## config.mk

```make
export PLATFORM = sky130hd
export DESIGN_NAME = acc_decim_filter
export DESIGN_NICKNAME = d
export VERILOG_FILES = /design/src/rtl/afd_pkg.sv /design/src/rtl/afd_src_mux.sv /design/src/rtl/afd_cfg_regs.sv /design/src/rtl/afd_stage.sv /design/src/rtl/acc_decim_filter.sv
export SDC_FILE = /design/constraint.sdc
export NUM_CORES = 1
export LEC_CHECK = 0
export ABC_AREA = 1
export BUFFER_PORTS_ARGS = -buffer_cell sky130_fd_sc_hd__buf_2
export CELL_PAD_IN_SITES_DETAIL_PLACEMENT = 0
export CELL_PAD_IN_SITES_GLOBAL_PLACEMENT = 1
export CORE_ASPECT_RATIO = 0.5
export CORE_MARGIN = 5
export CORE_UTILIZATION = 35
export DETAILED_ROUTE_END_ITERATION = 10
export GPL_TIMING_DRIVEN = 0
export PLACE_DENSITY = 0.67
export SETUP_SLACK_MARGIN = 0.2
export SLEW_MARGIN = 15
export SYNTH_ARGS = -nofsm -noshare
export SYNTH_HDL_FRONTEND = slang
export SYNTH_SLANG_ARGS = --single-unit
```

## constraint.sdc

```tcl
create_clock -name clk -period 3.5 [get_ports clk]
set_input_delay 0.35 -clock clk [delete_from_list [all_inputs] [get_ports clk]]
set_output_delay 0.35 -clock clk [all_outputs]
set_load 0.05 [all_outputs]
```

## src/rtl/afd_pkg.sv

```systemverilog
package afd_pkg;

   localparam int unsigned PKG_SRC_W = 2;
   localparam int unsigned PKG_CNT_W = 4;
   localparam int unsigned PKG_BLK_N = 2;

   // configuration word of one stage, msb first
   typedef struct packed {
      logic                 mode;    // stage 0: suppress request when chained, stage 1: chain
      logic                 srq_en;
      logic [PKG_CNT_W-1:0] cnt_m1;
      logic [PKG_SRC_W-1:0] src;
   } afd_cfg_t;

   localparam int unsigned PKG_CFG_W = $bits(afd_cfg_t);

endpackage

```

## src/rtl/afd_src_mux.sv

```systemverilog
module afd_src_mux #(
   parameter int unsigned NUM_CH = 4,
   parameter int unsigned DATA_W = 10,
   parameter int unsigned SEL_W  = 2
) (
   input  logic [SEL_W-1:0]         sel_i,
   input  logic [NUM_CH*DATA_W-1:0] data_i,
   input  logic [NUM_CH-1:0]        vld_i,
   output logic [DATA_W-1:0]        data_o,
   output logic                     vld_o
);

   if (NUM_CH != (1 << SEL_W)) begin : g_bad_sel
      $error("afd_src_mux: NUM_CH must equal 2**SEL_W");
   end

   logic [DATA_W-1:0] lane [NUM_CH];

   for (genvar c = 0; c < NUM_CH; c++) begin : g_lane
      assign lane[c] = data_i[c*DATA_W +: DATA_W];
   end

   assign data_o = lane[sel_i];
   assign vld_o  = vld_i[sel_i];

endmodule

```

## src/rtl/afd_cfg_regs.sv

```systemverilog
module afd_cfg_regs
   import afd_pkg::*;
(
   input  logic                           clk,
   input  logic                           rst_n,
   input  logic                           we_i,
   input  logic                           blk_i,
   input  afd_cfg_t                       wdata_i,
   output afd_cfg_t [PKG_BLK_N-1:0]       cfg_o,
   output logic     [PKG_BLK_N-1:0]       clr_o
);

   localparam int unsigned CHAIN_BLK = PKG_BLK_N - 1;

   for (genvar b = 0; b < PKG_BLK_N; b++) begin : g_blk
      afd_cfg_t word_q;
      logic     hit;
      logic     mode_sens;

      assign hit       = we_i && (int'(blk_i) == b);
      // only the chainable stage restarts when its mode bit changes
      assign mode_sens = (b == CHAIN_BLK) && (wdata_i.mode != word_q.mode);
      assign clr_o[b]  = hit && ((wdata_i.src != word_q.src) ||
                                 (wdata_i.cnt_m1 != word_q.cnt_m1) ||
                                 mode_sens);
      assign cfg_o[b]  = word_q;

      always_ff @(posedge clk or negedge rst_n) begin
         if (!rst_n) begin
            word_q <= '0;
         end else if (hit) begin
            word_q <= wdata_i;
         end
      end
   end

endmodule

```

## src/rtl/afd_stage.sv

```systemverilog
module afd_stage #(
   parameter int unsigned IN_W  = 14,
   parameter int unsigned ACC_W = 18,
   parameter int unsigned CNT_W = 4
) (
   input  logic             clk,
   input  logic             rst_n,
   input  logic             clr_i,
   input  logic             in_vld_i,
   input  logic [IN_W-1:0]  in_data_i,
   input  logic [CNT_W-1:0] count_m1_i,
   input  logic             srq_en_i,
   output logic [ACC_W-1:0] res_o,
   output logic             store_o,
   output logic             srq_o
);

   if (ACC_W < IN_W + CNT_W) begin : g_bad_acc
      $error("afd_stage: ACC_W too small for 2**CNT_W samples");
   end

   logic [ACC_W-1:0] acc_q;
   logic [ACC_W-1:0] res_q;
   logic [CNT_W-1:0] cnt_q;
   logic             store_q;
   logic             srq_q;
   logic [ACC_W-1:0] sum;
   logic             last;

   assign sum  = acc_q + ACC_W'(in_data_i);
   assign last = (cnt_q == count_m1_i);

   always_ff @(posedge clk or negedge rst_n) begin
      if (!rst_n) begin
         acc_q   <= '0;
         res_q   <= '0;
         cnt_q   <= '0;
         store_q <= 1'b0;
         srq_q   <= 1'b0;
      end else begin
         store_q <= 1'b0;
         srq_q   <= 1'b0;
         if (clr_i) begin
            // restart wins over a sample in the same cycle
            acc_q <= '0;
            cnt_q <= '0;
         end else if (in_vld_i) begin
            if (last) begin
               res_q   <= sum;
               acc_q   <= '0;
               cnt_q   <= '0;
               store_q <= 1'b1;
               srq_q   <= srq_en_i;
            end else begin
               acc_q <= sum;
               cnt_q <= cnt_q + CNT_W'(1);
            end
         end
      end
   end

   assign res_o   = res_q;
   assign store_o = store_q;
   assign srq_o   = srq_q;

endmodule

```

## src/rtl/acc_decim_filter.sv

```systemverilog
module acc_decim_filter
   import afd_pkg::*;
#(
   parameter int unsigned NUM_CH   = 4,
   parameter int unsigned SAMPLE_W = 10,
   parameter int unsigned MAX_N    = 16,
   parameter bit          CHAIN_EN = 1'b1,
   localparam int unsigned SEL_W   = $clog2(NUM_CH),
   localparam int unsigned CNT_W   = $clog2(MAX_N),
   localparam int unsigned RES0_W  = SAMPLE_W + CNT_W,
   localparam int unsigned RES1_W  = RES0_W + CNT_W
) (
   input  logic                       clk,
   input  logic                       rst_n,
   input  logic [NUM_CH*SAMPLE_W-1:0] ch_data_i,
   input  logic [NUM_CH-1:0]          ch_vld_i,
   input  logic                       suspend_i,
   input  logic                       cfg_we_i,
   input  logic                       cfg_blk_i,
   input  logic [PKG_CFG_W-1:0]       cfg_data_i,
   output logic [RES0_W-1:0]          res0_o,
   output logic [RES1_W-1:0]          res1_o,
   output logic                       srq0_o,
   output logic                       srq1_o
);

   if (SEL_W != PKG_SRC_W) begin : g_bad_src
      $error("acc_decim_filter: NUM_CH does not match the source field width");
   end
   if (CNT_W != PKG_CNT_W || MAX_N != (1 << CNT_W)) begin : g_bad_cnt
      $error("acc_decim_filter: MAX_N must be 2**PKG_CNT_W");
   end

   afd_cfg_t [PKG_BLK_N-1:0] cfg_q;
   logic     [PKG_BLK_N-1:0] clr;
   afd_cfg_t                 cfg_wr;

   assign cfg_wr = afd_cfg_t'(cfg_data_i);

   afd_cfg_regs u_cfg (
      .clk     (clk),
      .rst_n   (rst_n),
      .we_i    (cfg_we_i),
      .blk_i   (cfg_blk_i),
      .wdata_i (cfg_wr),
      .cfg_o   (cfg_q),
      .clr_o   (clr)
   );

   logic [SAMPLE_W-1:0]  mx_data [PKG_BLK_N];
   logic [PKG_BLK_N-1:0] mx_vld;

   for (genvar b = 0; b < PKG_BLK_N; b++) begin : g_mux
      afd_src_mux #(
         .NUM_CH (NUM_CH),
         .DATA_W (SAMPLE_W),
         .SEL_W  (SEL_W)
      ) u_mux (
         .sel_i  (cfg_q[b].src),
         .data_i (ch_data_i),
         .vld_i  (ch_vld_i),
         .data_o (mx_data[b]),
         .vld_o  (mx_vld[b])
      );
   end

   logic              chain_on;
   logic              st0_store;
   logic              st1_store;
   logic [RES0_W-1:0] res0;
   logic              s0_vld;
   logic              s0_srq_en;
   logic              s1_vld;
   logic [RES0_W-1:0] s1_data;

   assign s0_vld    = mx_vld[0] & ~suspend_i;
   assign s0_srq_en = cfg_q[0].srq_en & ~(chain_on & cfg_q[0].mode);

   afd_stage #(
      .IN_W  (SAMPLE_W),
      .ACC_W (RES0_W),
      .CNT_W (CNT_W)
   ) u_stage0 (
      .clk        (clk),
      .rst_n      (rst_n),
      .clr_i      (clr[0]),
      .in_vld_i   (s0_vld),
      .in_data_i  (mx_data[0]),
      .count_m1_i (cfg_q[0].cnt_m1),
      .srq_en_i   (s0_srq_en),
      .res_o      (res0),
      .store_o    (st0_store),
      .srq_o      (srq0_o)
   );

   if (CHAIN_EN) begin : g_chain
      assign chain_on = cfg_q[1].mode;
      // a stored first-stage result is already accepted: suspend does not gate it
      assign s1_vld   = chain_on ? st0_store : (mx_vld[1] & ~suspend_i);
      assign s1_data  = chain_on ? res0 : RES0_W'(mx_data[1]);
   end else begin : g_flat
      assign chain_on = 1'b0;
      assign s1_vld   = mx_vld[1] & ~suspend_i;
      assign s1_data  = RES0_W'(mx_data[1]);
   end

   afd_stage #(
      .IN_W  (RES0_W),
      .ACC_W (RES1_W),
      .CNT_W (CNT_W)
   ) u_stage1 (
      .clk        (clk),
      .rst_n      (rst_n),
      .clr_i      (clr[1]),
      .in_vld_i   (s1_vld),
      .in_data_i  (s1_data),
      .count_m1_i (cfg_q[1].cnt_m1),
      .srq_en_i   (cfg_q[1].srq_en),
      .res_o      (res1_o),
      .store_o    (st1_store),
      .srq_o      (srq1_o)
   );

   assign res0_o = res0;

endmodule

```

==> flow_metrics.tcl <==
set metrics [dict create \
    max_freq_mhz 331 \
    ys_types 34 \
    synth_area_leaders "dfrtp_1 37%, nand2_1 19%, nor2_1 6.7%" \
    yosys_warnings 0 \
    max-vdd-ir-drop_uv 270 \
    synth_top_cell_area_share_pct 37.3 \
    grt_pass1_wl_microns 30400 \
    synthesis.instances 887 \
    drv_slew 0 \
    diodes 0 \
    p_seq_share_pct 30.4 \
    die_w_microns 197 \
    cts_buffers 9 \
    fin_skew_ns 0.0113 \
    internal_power_w 0.00268 \
    avgRoutedWirePerCell_microns 15.8 \
    synth_fa_ha_area_share_pct 5.98 \
    drive_gt1_share_pct 15.5 \
    synth_nets 972 \
    synth_xor_area_share_pct 3.73 \
    critPathSlowestCell "fa_1" \
    path_class "reg2reg" \
    fill_cells 1908 \
    postCtsSetupBuffers 0 \
    fin_ws_ns 0.480 \
    first_pass_iters 5 \
    final_cell_mix "316 x nand2_1, 109 x nor2_1, 96 x buf_2" \
    cp-start-kind "flop" \
    synth-seq-area-share_pct 37.3 \
    worst_setup_path_end_kind "flop" \
    combPwrFrac_pct 49.3 \
    critical_path.most_common_cell "nand3_1" \
    cp.arrival_ns 3.24 \
    layout_commonest_cell "nand2_1" \
    grt_overflow_total 0 \
    synth_compound_area_share_pct 14.2 \
    clock-sinks 91 \
    antenna_found_initial 0 \
    rows 34 \
    final_util_pct 41.8 \
    dp_hpwl_microns 15200 \
    status "finished clean" \
    die_y_microns 103 \
    p_clk_share_pct 20.4 \
    grt_pass1_vias 5658 \
    core_area_sq_mm 0.0173 \
    syn2layout_area_growth_pct 18.0 \
    crit_fanout 10 \
    postSynthAreaPerCell_sq_um 6.89 \
    cts.path.max_buffers 2 \
    crit_chain "buf_2 -> clkbuf_2 -> nor2_1 -> nor2_1 -> o21ai_0 -> a31oi_1 -> ha_1 -> inv_1 -> fa_1 -> inv_1 -> nand3_1 -> nand3_1 -> nand4_1 -> nand3_1 -> nand2_1 -> nand2_1 -> o21ai_0" \
    synth_area_leader_cell "dfrtp_1" \
    grt_start_max_net_pins 51 \
    holdWs_ns 0.264 \
    drv_cap 0 \
    synth_top_family_by_area "simple AND/OR/NAND/NOR gates" \
    tightest_slew_ns 0.603 \
    crit_buf_inv 4 \
    wl_microns 19400 \
    globalplace.congestion 0.909 \
    drt_iter0_drc 354 \
    cp.required_ns 3.72 \
    cts-root-buf "clkbuf_16" \
    slowest_delay_ns 0.45 \
    ys_ff_latch 91 \
    clock_latency_ns 0.35 \
    fin_nets 1074 \
    path_clk_slew_ns 0.07 \
    tns_ns 0 \
    hold_class "in2reg" \
    synth-simple-area-share_pct 31.6 \
    worst_path_dominant_cell_family "simple AND/OR/NAND/NOR gates" \
    period_minus_slack_ns 3.02 \
    rsz0062_at_grt "false" \
    p_leak_nw 3.88 \
    muxShareOfSynthArea_pct 0 \
    setup_viol_count_final 0 \
    switchingPower_w 0.00240 \
    track_usage_pct 19.2 \
    syn_area_sq_mm 0.00611 \
    io_pins 91 \
    vias 6000 \
    swShare_pct 47.3 \
    start_util_pct 35.4 \
    dp_slack_ns 0.306 \
    cts_tree "built" \
    slew_headroom_pct 59.8 \
    vias_per_cell 4.89 \
    final_antenna_net_count 0 \
    htreeDepth 3 \
    io_buffer_count 90 \
    drc 0 \
    hold_viol 0 \
    power_density_mw_per_mm2 703 \
    fin_crit_sh_pct 86.3 \
    die-area_sq_mm 0.0204 \
]
==> power by group through the flow <==
stage	logic, W	registers (W)	clock network [W]
6_report	0.00250	0.00154	0.00103
5_1_grt	0.00278	0.00158	0.00111
4_1_cts	0.00252	0.00154	0.00108
3_5_place_dp	0.00250	0.00156	0
3_3_place_gp	0.00249	0.00155	0
2_1_floorplan	0.00143	0.00193	0
==> worst register-to-register path: cells and delay by family (launching register included) <==
family	cells	cell delay (ns)
and+or+nand+nor	8	0.79
adders and majority gates	2	0.71
buffers and inverters	4	0.64
AOI/OAI and AO/OA	3	0.43
DFF	1	0.32
==> layer usage <==
| metal | global-route usage (%) | vias to the layer above | share of wire (%) |
|---|---|---|---|
| li1 | - | 3055 | - |
| met1 | 27.4 | 2781 | 49 |
| met2 | 30.9 | 142 | 45 |
| met3 | 3.17 | 22 | 4.4 |
| met4 | 4.26 | 0 | 1.4 |
| met5 | 0 | - | 0 |
==> sequential cells by signal, indices dropped and copies added, names as in the netlist <==
| name | flops |
|---|---|
| u_stage1.acc_q | 18 |
| u_cfg.cfg_o | 16 |
| u_stage1.res_o | 18 |
| u_stage0.cnt_q | 4 |
| u_stage1.cnt_q | 4 |
| u_stage0.store_o | 1 |
| u_stage0.srq_o | 1 |
| u_stage1.srq_o | 1 |
| u_stage0.acc_q | 14 |
| u_stage0.res_o | 14 |
==> repair_timing <==
item	in CTS	in global routing
setup endpoints to repair	0	18
hold endpoints to repair	41	0
hold buffers	1	0
resized for setup	0	10
==> through the flow <==
stage               total power, W  cells  instance area, sq um
floorplan                  0.00336    887                  6110
global placement           0.00404   1211                  6850
detailed placement         0.00406   1212                  6890
CTS                        0.00514   1229                  7210
global route               0.00547   1228                  7210
finish                     0.00507   1228                  7210
==> cell type report <==
type | count | area (sq um) | share of cell area [%]
plain buffers | 27 | 149 | 2.06
clock buffers | 11 | 253 | 3.50
clock inverters | 5 | 60.1 | 0.833
inverters | 79 | 297 | 4.11
multi-input cells | 689 | 3390 | 47.0
flip-flops and latches | 91 | 2280 | 31.6
well taps | 234 | 293 | 4.06
repair buffers | 92 | 494 | 6.85
==> final timing paths <==
path	slack (ns)	end	start	cells past startpoint
min in group asynchronous	0.48	u_stage0.acc_q[13]	rst_n	2
worst min-delay path	0.26	u_cfg.cfg_o[3]	cfg_data_i[3]	3
worst min register to register	0.48	u_stage1.res_o[8]	u_stage1.res_o[8]	2
max in group asynchronous	2.41	u_stage1.acc_q[3]	rst_n	3
worst max-delay path	0.48	u_stage1.acc_q[12]	u_cfg.cfg_o[8]	17
worst max register to register	0.48	u_stage1.acc_q[12]	u_cfg.cfg_o[8]	17
==> cell families (layout without fill, tap and decap cells) <==
group,count (synthesis),in the layout
compound gates,151,151
buf+inv,107,214
xor+xnor,26,26
flops,91,91
fa+ha+maj,28,28
simple gates,484,484
==> cells in the mapped netlist <==
master    number
a21oi_1       25
buf_1          1
nand3_1       39
dfrtp_1       91
a21oi_4        1
nand3b_1       1
nand2_2        1
o21ai_1       10
buf_2          6
nand3_2        2
a31oi_1        8
buf_6          2
nand2_1      316
inv_2          6
o21ai_0       75
ha_1          26
clkbuf_1      14
nor3_1         6
buf_4          5
o21bai_4       1
a21o_1         1
nor2_2         1
inv_1         73
o22ai_1       14
or2_0          1
o21ai_2       15
nand4_1        6
fa_1           2
nand3_4        1
nor2_1       109
xor2_1        15
or2_2          1
xnor2_1       11
o21a_1         1
No activity file was read; power rests on OpenSTA's default activity.
